**src/rtl/bxs_pkg.sv**
```systemverilog
package bxs_pkg;
  localparam int FIELD_W = 11;
  localparam int CNT_W   = FIELD_W + 1;

  typedef enum logic {DIR_TO_CARD = 1'b0, DIR_FROM_CARD = 1'b1} dir_e;

  // programmed field value -> count (field + 1)
  function automatic logic [CNT_W-1:0] field_to_count(input logic [FIELD_W-1:0] v);
    return CNT_W'(v) + CNT_W'(1);
  endfunction

  function automatic logic [CNT_W-1:0] count_dec(input logic [CNT_W-1:0] c);
    return c - CNT_W'(1);
  endfunction
endpackage

```
**src/rtl/bxs_fifo.sv**
```systemverilog
module bxs_fifo #(
  parameter int DEPTH = 32,
  parameter int W     = 16,
  localparam int AW   = $clog2(DEPTH),
  localparam int LW   = $clog2(DEPTH + 1)
) (
  input  logic          clk,
  input  logic          rst_n,
  input  logic          flush,
  input  logic          push,
  input  logic [W-1:0]  push_data,
  input  logic          pop,
  output logic [W-1:0]  head,
  output logic [LW-1:0] level
);
  logic [W-1:0]  mem [DEPTH];
  logic [AW-1:0] wr_ptr, rd_ptr;
  logic          push_ok, pop_ok;

  assign push_ok = push && (level != LW'(DEPTH));
  assign pop_ok  = pop && (level != '0);
  assign head    = mem[rd_ptr];

  always_ff @(posedge clk) begin
    if (push_ok) mem[wr_ptr] <= push_data;
  end

  always_ff @(posedge clk) begin
    if (!rst_n || flush) begin
      wr_ptr <= '0;
      rd_ptr <= '0;
      level  <= '0;
    end else begin
      if (push_ok) wr_ptr <= wr_ptr + AW'(1);
      if (pop_ok)  rd_ptr <= rd_ptr + AW'(1);
      case ({push_ok, pop_ok})
        2'b10:   level <= level + LW'(1);
        2'b01:   level <= level - LW'(1);
        default: level <= level;
      endcase
    end
  end
endmodule

```
**src/rtl/bxs_count.sv**
```systemverilog
module bxs_count
  import bxs_pkg::*;
(
  input  logic               clk,
  input  logic               rst_n,
  input  logic               len_wr,
  input  logic               cnt_wr,
  input  logic [FIELD_W-1:0] cfg_data,
  input  logic               step,
  output logic [CNT_W-1:0]   len_left,
  output logic [CNT_W-1:0]   blk_left,
  output logic               blk_tail,
  output logic               last_step
);
  logic [CNT_W-1:0] blk_len, blk_num;
  logic             blk_end;

  assign blk_tail  = (len_left == CNT_W'(1));
  assign blk_end   = step && blk_tail;
  assign last_step = blk_end && (blk_left == CNT_W'(1));

  always_ff @(posedge clk) begin
    if (!rst_n) begin
      blk_len  <= CNT_W'(1);
      blk_num  <= CNT_W'(1);
      len_left <= CNT_W'(1);
      blk_left <= CNT_W'(1);
    end else if (len_wr) begin
      blk_len  <= field_to_count(cfg_data);
      len_left <= field_to_count(cfg_data);
    end else if (cnt_wr) begin
      blk_num  <= field_to_count(cfg_data);
      blk_left <= field_to_count(cfg_data);
      len_left <= blk_len;
    end else if (blk_end) begin
      len_left <= blk_len;
      blk_left <= last_step ? blk_num : count_dec(blk_left);
    end else if (step) begin
      len_left <= count_dec(len_left);
    end
  end

  a_r3_counts_nonzero: assert property (@(posedge clk) disable iff (!rst_n)
    (len_left != '0) && (blk_left != '0));

  a_r6_block_reload: assert property (@(posedge clk) disable iff (!rst_n)
    (step && blk_tail && !len_wr && !cnt_wr) |=> (len_left == blk_len));
endmodule

```
**src/rtl/bxs_pack.sv**
```systemverilog
module bxs_pack
  import bxs_pkg::*;
#(
  parameter int DEPTH = 32,
  localparam int AFW  = $clog2(DEPTH),
  localparam int LW   = $clog2(DEPTH + 1)
) (
  input  logic           clk,
  input  logic           rst_n,
  input  logic           start,
  input  logic           busy,
  input  dir_e           dir,
  input  logic [AFW-1:0] af_level,
  input  logic [LW-1:0]  fifo_level,
  input  logic [15:0]    head,
  input  logic           blk_tail,
  input  logic           rx_valid,
  input  logic [7:0]     rx_byte,
  output logic           rx_ready,
  output logic           tx_valid,
  output logic [7:0]     tx_byte,
  input  logic           tx_ready,
  output logic           push,
  output logic [15:0]    push_word,
  output logic           pop,
  output logic           step
);
  logic       half;      // low byte of the current word already moved
  logic [7:0] lo_byte;
  logic       rx_fire, tx_fire, word_done, room;

  assign room      = (fifo_level <= LW'(af_level));
  assign rx_ready  = busy && (dir == DIR_FROM_CARD) && (half || room);
  assign tx_valid  = busy && (dir == DIR_TO_CARD) && (fifo_level != '0);
  assign tx_byte   = half ? head[15:8] : head[7:0];
  assign rx_fire   = rx_valid && rx_ready;
  assign tx_fire   = tx_valid && tx_ready;
  assign step      = rx_fire || tx_fire;
  assign word_done = half || blk_tail;
  assign push      = rx_fire && word_done;
  assign pop       = tx_fire && word_done;
  assign push_word = half ? {rx_byte, lo_byte} : {8'h00, rx_byte};

  always_ff @(posedge clk) begin
    if (!rst_n) begin
      half    <= 1'b0;
      lo_byte <= '0;
    end else if (start) begin
      half <= 1'b0;
    end else if (step) begin
      half <= !word_done;
      if (rx_fire && !half) lo_byte <= rx_byte;
    end
  end

  a_r8_rx_pause: assert property (@(posedge clk) disable iff (!rst_n)
    (!half && (fifo_level > LW'(af_level))) |-> !rx_ready);
endmodule

```
**src/rtl/blkxfer_seq.sv**
```systemverilog
module blkxfer_seq
  import bxs_pkg::*;
#(
  parameter int DEPTH = 32,
  localparam int AFW  = $clog2(DEPTH),
  localparam int LW   = $clog2(DEPTH + 1)
) (
  input  logic               clk,
  input  logic               rst_n,
  input  logic               len_wr,
  input  logic               cnt_wr,
  input  logic [FIELD_W-1:0] cfg_data,
  output logic [CNT_W-1:0]   len_left,
  output logic [CNT_W-1:0]   blk_left,
  input  logic               cmd_valid,
  input  logic               cmd_data,
  input  logic               cmd_rd,
  input  logic [AFW-1:0]     af_level,
  input  logic               host_push,
  input  logic [15:0]        host_push_data,
  input  logic               host_pop,
  output logic [15:0]        host_pop_data,
  output logic [LW-1:0]      fifo_level,
  input  logic               crd_rx_valid,
  input  logic [7:0]         crd_rx_byte,
  output logic               crd_rx_ready,
  output logic               crd_tx_valid,
  output logic [7:0]         crd_tx_byte,
  input  logic               crd_tx_ready,
  output logic               busy,
  output logic               xfer_end
);
  dir_e        dir_q;
  logic        start, step, blk_tail, last_step;
  logic        pk_push, pk_pop;
  logic [15:0] pk_word;

  assign start = cmd_valid && cmd_data;

  always_ff @(posedge clk) begin
    if (!rst_n) begin
      busy     <= 1'b0;
      dir_q    <= DIR_TO_CARD;
      xfer_end <= 1'b0;
    end else begin
      xfer_end <= last_step;
      if (cmd_valid) begin
        busy <= cmd_data;
        if (cmd_data) dir_q <= cmd_rd ? DIR_FROM_CARD : DIR_TO_CARD;
      end else if (last_step) begin
        busy <= 1'b0;
      end
    end
  end

  bxs_count u_count (
    .clk      (clk),
    .rst_n    (rst_n),
    .len_wr   (len_wr),
    .cnt_wr   (cnt_wr),
    .cfg_data (cfg_data),
    .step     (step),
    .len_left (len_left),
    .blk_left (blk_left),
    .blk_tail (blk_tail),
    .last_step(last_step)
  );

  bxs_pack #(.DEPTH(DEPTH)) u_pack (
    .clk       (clk),
    .rst_n     (rst_n),
    .start     (start),
    .busy      (busy),
    .dir       (dir_q),
    .af_level  (af_level),
    .fifo_level(fifo_level),
    .head      (host_pop_data),
    .blk_tail  (blk_tail),
    .rx_valid  (crd_rx_valid),
    .rx_byte   (crd_rx_byte),
    .rx_ready  (crd_rx_ready),
    .tx_valid  (crd_tx_valid),
    .tx_byte   (crd_tx_byte),
    .tx_ready  (crd_tx_ready),
    .push      (pk_push),
    .push_word (pk_word),
    .pop       (pk_pop),
    .step      (step)
  );

  bxs_fifo #(.DEPTH(DEPTH), .W(16)) u_fifo (
    .clk      (clk),
    .rst_n    (rst_n),
    .flush    (start),
    .push     (pk_push || host_push),
    .push_data(pk_push ? pk_word : host_push_data),
    .pop      (pk_pop || host_pop),
    .head     (host_pop_data),
    .level    (fifo_level)
  );

  a_r11_push_room: assert property (@(posedge clk) disable iff (!rst_n)
    pk_push |-> (fifo_level < LW'(DEPTH)));

  a_r5_tx_hold: assert property (@(posedge clk) disable iff (!rst_n)
    (crd_tx_valid && !crd_tx_ready && !host_pop && !cmd_valid)
      |=> (crd_tx_valid && $stable(crd_tx_byte)));

  a_r7_end_single: assert property (@(posedge clk) disable iff (!rst_n)
    xfer_end |=> !xfer_end);

  a_r7_end_idle: assert property (@(posedge clk) disable iff (!rst_n)
    (xfer_end && !$past(cmd_valid)) |-> !busy);
endmodule

```
**config.mk**
```make
export PLATFORM = sky130hd
export DESIGN_NAME = blkxfer_seq
export DESIGN_NICKNAME = d
export VERILOG_FILES = /design/src/rtl/bxs_pkg.sv /design/src/rtl/bxs_fifo.sv /design/src/rtl/bxs_count.sv /design/src/rtl/bxs_pack.sv /design/src/rtl/blkxfer_seq.sv
export SDC_FILE = /design/constraint.sdc
export NUM_CORES = 1
export LEC_CHECK = 0
export BUFFER_PORTS_ARGS = -buffer_cell sky130_fd_sc_hd__buf_2
export CORE_MARGIN = 4
export CORE_UTILIZATION = 50
export CTS_BUF_LIST = sky130_fd_sc_hd__clkbuf_4
export CTS_CLUSTER_DIAMETER = 80
export DETAILED_ROUTE_END_ITERATION = 6
export PLACE_DENSITY_LB_ADDON = 0.25
export RECOVER_POWER = 50
export SLEW_MARGIN = 20
export SYNTH_ARGS = -nofsm -noshare
export SYNTH_HDL_FRONTEND = slang
export SYNTH_SLANG_ARGS = --single-unit
```
**constraint.sdc**
```tcl
create_clock -name clk -period 3.55 [get_ports clk]
set_input_delay 0.1775 -clock clk [delete_from_list [all_inputs] [get_ports clk]]
set_output_delay 0.1775 -clock clk [all_outputs]
set_load 0.02 [all_outputs]
```
==> impl_metrics.json, run 1 <==
{
  "worst_ir_drop_on_vdd_uv": 288,
  "areaGrowthSynthToFinish_pct": 19.8,
  "antenna_violations_before_repair": 1,
  "finalHoldViolCount": 0,
  "globalRouteOverflowTotal": 0,
  "max_cap_viol_count": 1,
  "dr_total_vias": 14700,
  "timing.setup.tns_ns": -0.299,
  "finalCoreUtilization": 0.609,
  "net-switching-power_uw": 4290,
  "yosys_warns": 0,
  "fp.dieH_um": 229,
  "internal_power_of_the_cells_uw": 12400,
  "vias_per_cell": 5.93,
  "most_frequent_standard_cell_in_the_layout_excluding_fill_and_tap_cells": "sky130_fd_sc_hd__edfxtp_1",
  "netlist-cell-type-count": 60,
  "cts_tree": "built",
  "maxClockFrequency_ghz": 0.276,
  "worst_slack_ns": -0.0740,
  "numPortBuffers": 108,
  "fp-row-count": 80,
  "final_layout_size_suffix_gt1_frac": 0.343,
  "insertion_delay_ns": 0.85,
  "post-layout-total-power_uw": 16600,
  "finalCritPeriodShare": 1.02,
  "cts_max_level": 4,
  "largest_net_degree_at_the_start_of_global_routing": 46,
  "die_w_um": 229,
  "routed_wirelength_um": 60000,
  "route.detailed.drc": 0,
  "slew_of_the_pin_with_the_lowest_slew_margin_ns": 2.09,
  "status": "finished, violations left",
  "timing.critical_path.to_type": "output pin",
  "setup_viol": 10,
  "dieArea_um2": 52300,
  "rsz0062_at_grt": "true",
  "cp.required_ns": 3.37,
  "power_leakage_uw": 0.00977,
  "core-area_um2": 47900,
  "syn_inst": 1394,
  "syn_area_per_cell_um2": 17.5,
  "synth_edf_count": 512,
  "synthArstFlopShare": 0,
  "start_util": 0.508,
  "grt_pass1_wl_um": 91500,
  "final_cell_mix": "sky130_fd_sc_hd__edfxtp_1, sky130_fd_sc_hd__clkbuf_4, sky130_fd_sc_hd__mux4_2, sky130_fd_sc_hd__nor2_1, sky130_fd_sc_hd__dfxtp_1",
  "synthesized_net_count": 1463,
  "drv_slew": 46,
  "crit_type": "flop to output pin",
  "clock_buffers_created_by_tritoncts": 149,
  "yosys_register_bits": 593,
  "detailed_place_hpwl_um": 35400,
  "violations": "capacitance limit, slew limit, setup timing",
  "maxSlewHeadroom": -0.391,
  "timing.clock.skew_ns": 0.0524,
  "comb_power_share": 0.194,
  "drt_first_pass_iters": 6,
  "cts.sink_count": 593,
  "pwr-share-clk": 0.339,
  "timing.final.crit_period_ns": 3.62,
  "wl_per_cell_um": 24.3,
  "cts_root_buffer": "sky130_fd_sc_hd__clkbuf_4",
  "final_nets": 1822,
  "synth_sequential_area_ratio": 0.698,
  "power.share.sequential": 0.467,
  "holdWs_ns": 0.0883,
  "grt_util_all_layers": 0.230,
  "critPathLaunchType": "flop",
  "detail_route.iter0.violations": 1386,
  "grt_pass1_vias": 15100,
  "yosys_most_used_dff": "sky130_fd_sc_hd__edfxtp_1",
  "cts.clk_slew.worst_paths_ns": 0.06,
  "worst-endpoint-arrival_ns": 3.45,
  "top_fanout_value_on_the_critical_path": 8,
  "post_synth_instance_area_um2": 24400,
  "netSwitchingFraction": 0.257,
  "gp_routability_congestion": 0.845,
  "clockBufferDepth": 3,
  "power-per-cell-area_nw_per_um2": 570,
  "worstHoldPathType": "primary input to flop",
  "route.antenna.remaining_nets": 0,
  "floorplan.io_pins": 109
}
## metrics by stage
step,worst slack [ns],cells,area (um2)
floorplan,-0.239,1394,24400
global placement,0.145,2138,26600
detailed placement,0.130,2138,26600
CTS,-0.147,2468,29500
finish,-0.0740,2472,29200
global route,-0.157,2472,29200
## final timing paths
path	from	to	slack, ns	depth (start not counted)
worst max-delay path	flop	crd_tx_byte[4]	-0.07	8
worst min-delay path	cnt_wr	u_count.blk_left[11]	0.09	4
worst max register to register	u_count.len_left[4]	u_count.len_left[1]	-0.04	8
worst min register to register	u_count.blk_len[9]	u_count.blk_len[9]	0.46	1
## synthesized netlist by cell type (all sizes together), types with 6 or more instances
cell / n / share of area
nand4: 6 / 0.0015
nand2: 66 / 0.010
a221oi: 18 / 0.0065
or3: 15 / 0.0043
o22ai: 8 / 0.0021
clkbuf: 56 / 0.0086
mux4: 144 / 0.13
edfxtp: 512 / 0.63
nor2: 99 / 0.015
a21oi: 50 / 0.010
xnor2: 22 / 0.0079
nand3b: 14 / 0.0043
a22o: 8 / 0.0029
o21ai: 21 / 0.0043
nand2b: 7 / 0.0018
nand3: 19 / 0.0039
dfxtp: 81 / 0.067
nor3: 10 / 0.0021
nor4: 8 / 0.0021
mux2: 32 / 0.015
or4: 8 / 0.0029
mux2i: 41 / 0.017
a311oi: 11 / 0.0040
ha: 18 / 0.0092
buf: 22 / 0.0046
xor2: 15 / 0.0054
inv: 20 / 0.0031
a211oi: 11 / 0.0034
o31ai: 6 / 0.0018
## metal layers
layer,wire [um],part of all wire,GRT usage
met2,29000,0.48,0.365
met3,4500,0.075,0.0447
met4,1260,0.021,0.0729
met5,0,0,0
met1,25200,0.42,0.328
## state kept, by name, indices dropped and copies added (netlist names), named ones only
register          count
xfer_end              1
u_fifo.wr_ptr         5
u_fifo.mem          512
u_fifo.rd_ptr         5
u_count.blk_left     12
u_count.blk_len      12
u_fifo.level          6
u_count.blk_num      12
u_pack.half           1
dir_q                 1
busy                  1
u_count.len_left     12
u_pack.lo_byte        8
## critical path, cell delays in order, from the launching register on
cell and delay, ns:
sky130_fd_sc_hd__dfxtp_4 0.41, sky130_fd_sc_hd__buf_12 0.13, sky130_fd_sc_hd__buf_16 0.14, sky130_fd_sc_hd__buf_16 0.15, sky130_fd_sc_hd__mux4_2 0.52, sky130_fd_sc_hd__mux4_2 0.56, sky130_fd_sc_hd__mux2_4 0.30, sky130_fd_sc_hd__mux2_4 0.28
sky130_fd_sc_hd__buf_6 0.13
## final cells by class
type,count,area [um2]
Fill cell,3535,18800
Sequential cell,593,17000
Multi-Input combinational cell,703,7150
Timing Repair Buffer,286,2310
Clock buffer,212,1590
Tap cell,615,769
Clock inverter,42,277
Inverter,20,75.1
Antenna cell,1,2.50
## kinds of logic after synthesis
| family | after synthesis | synth area share |
|---|---|---|
| adders and majority gates | 18 | 0.00925 |
| muxes | 217 | 0.165 |
| DFF | 593 | 0.698 |
| buffers and inverters | 98 | 0.0163 |
| xor gates and xnor gates | 37 | 0.0133 |
| and+or+nand+nor | 277 | 0.0559 |
| AOI/OAI and AO/OA | 154 | 0.0426 |
## power groups by stage
stage                     registers [uW]  logic (uW)  clock network, uW
after global routing                7780        3460               6230
after global placement              7910        2700                  0
after floorplan                     7930        1830                  0
after CTS                           7760        3240               5800
after detailed placement            7920        2730                  0
final                               7770        3230               5650
## what timing repair did
action | 4_1_cts | 5_1_grt
gates resized for setup | 37 | 12
hold buffers | 55 | 0
setup buffers | 15 | 2
setup endpoints to repair | 15 | 13
endpoints found under the hold margin | 325 | 0
cloned | 6 | 1
(Power assumes the default switching activity.)
==> run 2, diff against run 1 <==
==> constraint.sdc (replaced) <==
create_clock -name clk -period 4.15 [get_ports clk]
set_input_delay 0.2075 -clock clk [delete_from_list [all_inputs] [get_ports clk]]
set_output_delay 0.2075 -clock clk [all_outputs]
set_load 0.02 [all_outputs]
==> impl_metrics.json, run 2 (synthesis results as in run 1) <==
{
  "status": "finished, violations left",
  "violations": "capacitance limit, slew limit",
  "detailed_place_hpwl_um": 34400,
  "max_reg_flops": 512,
  "worst_slack_ns": 0.326,
  "grt_pass1_wl_um": 87100,
  "worst_hold_path.num_cells": 4,
  "final_cell_mix": "sky130_fd_sc_hd__edfxtp_1, sky130_fd_sc_hd__clkbuf_4, sky130_fd_sc_hd__mux4_2, sky130_fd_sc_hd__nor2_1, sky130_fd_sc_hd__dfxtp_1",
  "cts_tree": "built",
  "insertion_delay_ns": 0.96,
  "gp_routability_congestion": 0.810,
  "place_area_um2": 26000,
  "layout.cells.non_filler": 2454,
  "routed_wirelength_um": 57000,
  "core-area_um2": 47900,
  "worst_ir_drop_on_vdd_uv": 293,
  "power-per-cell-area_nw_per_um2": 488,
  "finalInstanceArea_um2": 28500,
  "reg2reg_to": "u_fifo.mem[13][15]",
  "dr_total_vias": 14300,
  "maxSlewHeadroom": -0.335,
  "cts_root_buffer": "sky130_fd_sc_hd__clkbuf_4",
  "cts.sink_count": 593,
  "die_w_um": 229,
  "ff2ff_setup_slack_ns": 0.36,
  "slew_of_the_pin_with_the_lowest_slew_margin_ns": 2.00,
  "worstHoldPathType": "primary input to flop",
  "holdCritStartpoint": "cmd_data",
  "finalHoldViolCount": 0,
  "route.antenna.remaining_nets": 0,
  "setup_viol": 0,
  "timing.rr.start": "u_count.len_left[1]",
  "power_leakage_uw": 0.00944,
  "worst-endpoint-arrival_ns": 3.62,
  "route.detailed.drc": 0,
  "timing.clock.skew_ns": 0.0645,
  "top_fanout_value_on_the_critical_path": 24,
  "fp.dieH_um": 229,
  "cts.clk_slew.worst_paths_ns": 0.08,
  "cp.required_ns": 3.94,
  "final_layout_size_suffix_gt1_frac": 0.314,
  "grt_util_all_layers": 0.219,
  "start_util": 0.508,
  "timing.final.crit_period_ns": 3.82,
  "worstHoldEndpoint": "u_fifo.wr_ptr[1]",
  "crit_type": "flop to output pin",
  "dieArea_um2": 52300,
  "timing.setup.tns_ns": 0,
  "wl_per_cell_um": 23.2,
  "drt_first_pass_iters": 5,
  "post-place-ws_ns": 0.333,
  "detail_route.iter0.violations": 1275,
  "rsz0062_at_grt": "false",
  "globalRouteOverflowTotal": 0,
  "most_frequent_standard_cell_in_the_layout_excluding_fill_and_tap_cells": "sky130_fd_sc_hd__edfxtp_1",
  "place_inst": 2115,
  "clockBufferDepth": 3,
  "nFillCells": 3616,
  "ff2ff_path_depth": 8,
  "fp-row-count": 80,
  "grt_pass1_vias": 14800,
  "timing.critical_path.to_type": "output pin",
  "floorplan.io_pins": 109,
  "finalCritPeriodShare": 0.922,
  "registers.top_by_ff_count": "u_fifo.mem",
  "largest_net_degree_at_the_start_of_global_routing": 47,
  "vias_per_cell": 5.81,
  "max_cap_viol_count": 1,
  "maxClockFrequency_ghz": 0.261,
  "antenna_violations_before_repair": 2,
  "numPortBuffers": 108,
  "clock_buffers_created_by_tritoncts": 150,
  "critPathLaunchType": "flop",
  "areaGrowthSynthToFinish_pct": 17.1,
  "final_nets": 1791,
  "cts_max_level": 4,
  "drv_slew": 47
}
run 2: cell types whose count changed in the layout (fill, tap and decap cells not counted), moves of 5 or more:
cell	before	now
sky130_fd_sc_hd__clkbuf_4	223	214
sky130_fd_sc_hd__mux2_2	19	32
sky130_fd_sc_hd__buf_4	54	35
sky130_fd_sc_hd__inv_2	3	8
sky130_fd_sc_hd__clkbuf_1	46	58
sky130_fd_sc_hd__buf_16	7	0
sky130_fd_sc_hd__mux2_4	13	0
sky130_fd_sc_hd__o22ai_1	1	8
sky130_fd_sc_hd__clkinv_1	28	33
sky130_fd_sc_hd__buf_12	16	7
sky130_fd_sc_hd__nor2_1	90	95
sky130_fd_sc_hd__dlygate4sd3_1	55	65
sky130_fd_sc_hd__nor2_2	9	4
run 2: repair_timing:
item / 4_1_cts / 5_1_grt
setup endpoints to repair: 3 / 3
buffers inserted: 4 / 1
endpoints found under the hold margin: 362 / 0
gates resized for setup: 0 / 1
hold buffers: 65 / 0
run 2: metal layers:
metal	track usage	vias up	wire [um]
met3	0.0567	89	4100
li1	-	6367	-
met2	0.353	564	28200
met4	0.0746	0	1290
met1	0.294	7245	23400
met5	0	-	0
run 2: power by group:
group          switching (uW)  leakage (uW)  internal, uW
Combinational            1160       0.00301          1110
Clock                    2310       0.00116          2690
Sequential                107       0.00528          6560
Total                    3580       0.00944         10400
run 2: worst max-delay path, stage by stage (launching register included):
cell and delay [ns]:
sky130_fd_sc_hd__dfxtp_4 0.42, sky130_fd_sc_hd__buf_12 0.25, sky130_fd_sc_hd__buf_4 0.27, sky130_fd_sc_hd__mux4_2 0.53
sky130_fd_sc_hd__mux4_2 0.50, sky130_fd_sc_hd__mux2_2 0.29, sky130_fd_sc_hd__mux2_2 0.26, sky130_fd_sc_hd__buf_2 0.16
run 2: cell type report:
cell class / count / area, um2 / share of cell area
multi-input combinational: 703 / 7010 / 0.246
sequential: 593 / 17000 / 0.596
clock inverter: 51 / 340 / 0.0119
clock buffer: 214 / 1610 / 0.0563
tap: 615 / 769 / 0.0270
timing repair buffer: 254 / 1720 / 0.0602
inverter: 20 / 75.1 / 0.00263
antenna: 4 / 10.0 / 0.000351
run 2: worst max path at each step:
| stage | startpoint | to | slack [ns] | cells past startpoint |
|---|---|---|---|---|
| 2_1_floorplan | u_count.len_left[0] | u_fifo.mem[0][6] | 0.26 | 6 |
| 4_1_cts | flop | crd_tx_byte[3] | 0.01 | 6 |
| 5_1_grt | u_count.len_left[1] | u_fifo.mem[31][12] | 0.13 | 8 |
| 3_5_place_dp | u_count.len_left[1] | u_fifo.level[5] | 0.33 | 13 |
| 6_report | flop | crd_tx_byte[1] | 0.33 | 7 |
| 3_3_place_gp | u_count.len_left[1] | u_fifo.level[5] | 0.39 | 13 |
run 2: stage by stage:
stage	hold slack [ns]	power, uW	util
6_report	0.105	13900	0.595
5_1_grt	0.0555	14600	0.595
4_1_cts	0.00270	14100	0.598
3_5_place_dp	0.447	9020	0.543
3_3_place_gp	0.440	9000	0.543
2_1_floorplan	0.351	8350	-
==> run 3, diff against run 2 <==
--- a/config.mk
+++ b/config.mk
@@ -11,7 +11,7 @@
 export CTS_BUF_LIST = sky130_fd_sc_hd__clkbuf_4
 export CTS_CLUSTER_DIAMETER = 80
 export DETAILED_ROUTE_END_ITERATION = 6
-export PLACE_DENSITY_LB_ADDON = 0.25
+export PLACE_DENSITY = 0.67
 export RECOVER_POWER = 50
 export SLEW_MARGIN = 20
 export SYNTH_ARGS = -nofsm -noshare
==> impl_metrics.json, run 3 (synthesis results as in run 1) <==
{
  "status": "finished, violations left",
  "violations": "capacitance limit, slew limit",
  "timing.final.crit_period_ns": 3.91,
  "finalInstanceArea_um2": 28500,
  "cts_max_level": 4,
  "max_reg_flops": 512,
  "master_of_the_slowest_instance_on_the_critical_path": "sky130_fd_sc_hd__dfxtp_4",
  "timing.critical_path.to_type": "output pin",
  "nFillCells": 3631,
  "detail_route.iter0.violations": 1249,
  "power_leakage_uw": 0.00948,
  "maxClockFrequency_ghz": 0.256,
  "grt_pass1_wl_um": 88800,
  "cp.required_ns": 3.94,
  "crit_type": "flop to output pin",
  "most_frequent_standard_cell_in_the_layout_excluding_fill_and_tap_cells": "sky130_fd_sc_hd__edfxtp_1",
  "start_util": 0.508,
  "detailed_place_hpwl_um": 35100,
  "vias_per_cell": 5.89,
  "timing.setup.tns_ns": 0,
  "timing.clock.skew_ns": 0.0577,
  "clock_buffers_created_by_tritoncts": 148,
  "worst_ir_drop_on_vdd_uv": 334,
  "registers.top_by_ff_count": "u_fifo.mem",
  "globalRouteOverflowTotal": 0,
  "cts_tree": "built",
  "top_fanout_value_on_the_critical_path": 49,
  "cts.clk_slew.worst_paths_ns": 0.06,
  "floorplan.io_pins": 109,
  "cp_num_buf_inv": 2,
  "critPathLaunchType": "flop",
  "dieArea_um2": 52300,
  "fp-row-count": 80,
  "slew_of_the_pin_with_the_lowest_slew_margin_ns": 2.10,
  "worst-endpoint-arrival_ns": 3.70,
  "fp.dieH_um": 229,
  "critical_path.max_stage_delay_ns": 0.74,
  "maxSlewHeadroom": -0.398,
  "cts_root_buffer": "sky130_fd_sc_hd__clkbuf_4",
  "power-per-cell-area_nw_per_um2": 482,
  "final_layout_size_suffix_gt1_frac": 0.317,
  "gp_routability_congestion": 0.808,
  "worstPathCellList": "buf_12 > mux4_2 > mux4_2 > mux2_2 > mux2_2 > buf_2",
  "worstHoldPathType": "primary input to flop",
  "cts.sink_count": 593,
  "drt_first_pass_iters": 6,
  "place_area_um2": 26000,
  "setup_viol": 0,
  "largest_net_degree_at_the_start_of_global_routing": 50,
  "layout.cells.non_filler": 2447,
  "max_cap_viol_count": 1,
  "final_nets": 1782,
  "wl_per_cell_um": 23.9,
  "final_cell_mix": "sky130_fd_sc_hd__edfxtp_1, sky130_fd_sc_hd__clkbuf_4, sky130_fd_sc_hd__mux4_2, sky130_fd_sc_hd__nor2_1, sky130_fd_sc_hd__dfxtp_1",
  "die_w_um": 229,
  "routed_wirelength_um": 58500,
  "drv_slew": 47,
  "dr_total_vias": 14400,
  "finalCoreUtilization": 0.594,
  "grt_pass1_vias": 14700,
  "route.antenna.remaining_nets": 0,
  "core-area_um2": 47900,
  "rsz0062_at_grt": "false",
  "critPathTopFamily": "multiplexers",
  "route.detailed.drc": 0,
  "areaGrowthSynthToFinish_pct": 16.9,
  "place_inst": 2110,
  "numPortBuffers": 108,
  "grt_util_all_layers": 0.226,
  "insertion_delay_ns": 0.94,
  "finalCritPeriodShare": 0.942,
  "antenna_violations_before_repair": 1,
  "finalHoldViolCount": 0,
  "clockBufferDepth": 3,
  "holdWs_ns": 0.126
}
run 3: cell count changes in the layout (fill, tap and decap cells not counted), moves of 4 or more:
cell,change
sky130_fd_sc_hd__buf_4,+20
sky130_fd_sc_hd__clkbuf_1,-19
sky130_fd_sc_hd__clkbuf_2,-8
sky130_fd_sc_hd__o21ai_2,-6
sky130_fd_sc_hd__o21ai_0,+5
sky130_fd_sc_hd__nor2_1,-4
sky130_fd_sc_hd__nor2_2,+4
run 3: where the power goes:
group	switching (uW)	internal [uW]	total, uW
registers	128	6560	6690
clock network	2290	2530	4820
logic	1140	1080	2220
total	3560	10200	13700
run 3: repair_timing:
action / CTS / global route
hold endpoints to repair: 329 / 0
setup buffers: 1 / 0
endpoints found under the setup margin: 5 / 0
gates resized for setup: 1 / 0
hold buffers: 67 / 0
run 3: layer usage:
metal / vias to the layer above / wire [um] / GRT usage
met4: 0 / 1190 / 0.0737
li1: 6356 / - / -
met1: 7347 / 23400 / 0.303
met2: 618 / 29300 / 0.366
met3: 88 / 4540 / 0.0575
met5: - / 0 / 0
run 3: worst register-to-register path: stages, from the launching register on:
cell                      delay, ns
sky130_fd_sc_hd__dfxtp_1       0.34
sky130_fd_sc_hd__inv_1         0.10
sky130_fd_sc_hd__ha_1          0.15
sky130_fd_sc_hd__or4b_2        0.64
sky130_fd_sc_hd__o31ai_1       0.37
sky130_fd_sc_hd__buf_4         0.20
sky130_fd_sc_hd__a21oi_1       0.13
sky130_fd_sc_hd__nor2_1        0.31
sky130_fd_sc_hd__ha_1          0.31
sky130_fd_sc_hd__nor3b_1       0.20
sky130_fd_sc_hd__o21ai_0       0.21
sky130_fd_sc_hd__a211o_1       0.35
sky130_fd_sc_hd__a31oi_1       0.21
sky130_fd_sc_hd__xnor2_1       0.14
sky130_fd_sc_hd__nor2_1        0.05
run 3: cell type report:
class,instances,area [um2],share of cell area
diodes,1,2.50,0.0000879
repair buffers,247,1750,0.0616
clock inverters,51,256,0.00901
multi-input cells,703,6980,0.245
inverters,20,75.1,0.00264
clock buffers,217,1630,0.0572
flip-flops and latches,593,17000,0.597
well taps,615,769,0.0270
run 3: worst paths after layout:
check / end / slack, ns / cells after the start / startpoint
hold reg to reg: u_count.blk_len[9] / 0.47 / 1 / u_count.blk_len[9]
hold / removal: u_pack.lo_byte[6] / 0.13 / 4 / crd_rx_byte[6]
setup reg to reg: u_fifo.level[5] / 0.27 / 14 / u_count.len_left[1]
setup / recovery: crd_tx_byte[3] / 0.24 / 6 / flop
run 3: per-stage QoR:
stage               total power, uW  setup slack [ns]
finish                        13700             0.242
global route                  14400            0.0166
CTS                           13900             0.103
detailed placement             8990             0.380
global placement               8960             0.454
floorplan                      8350             0.263
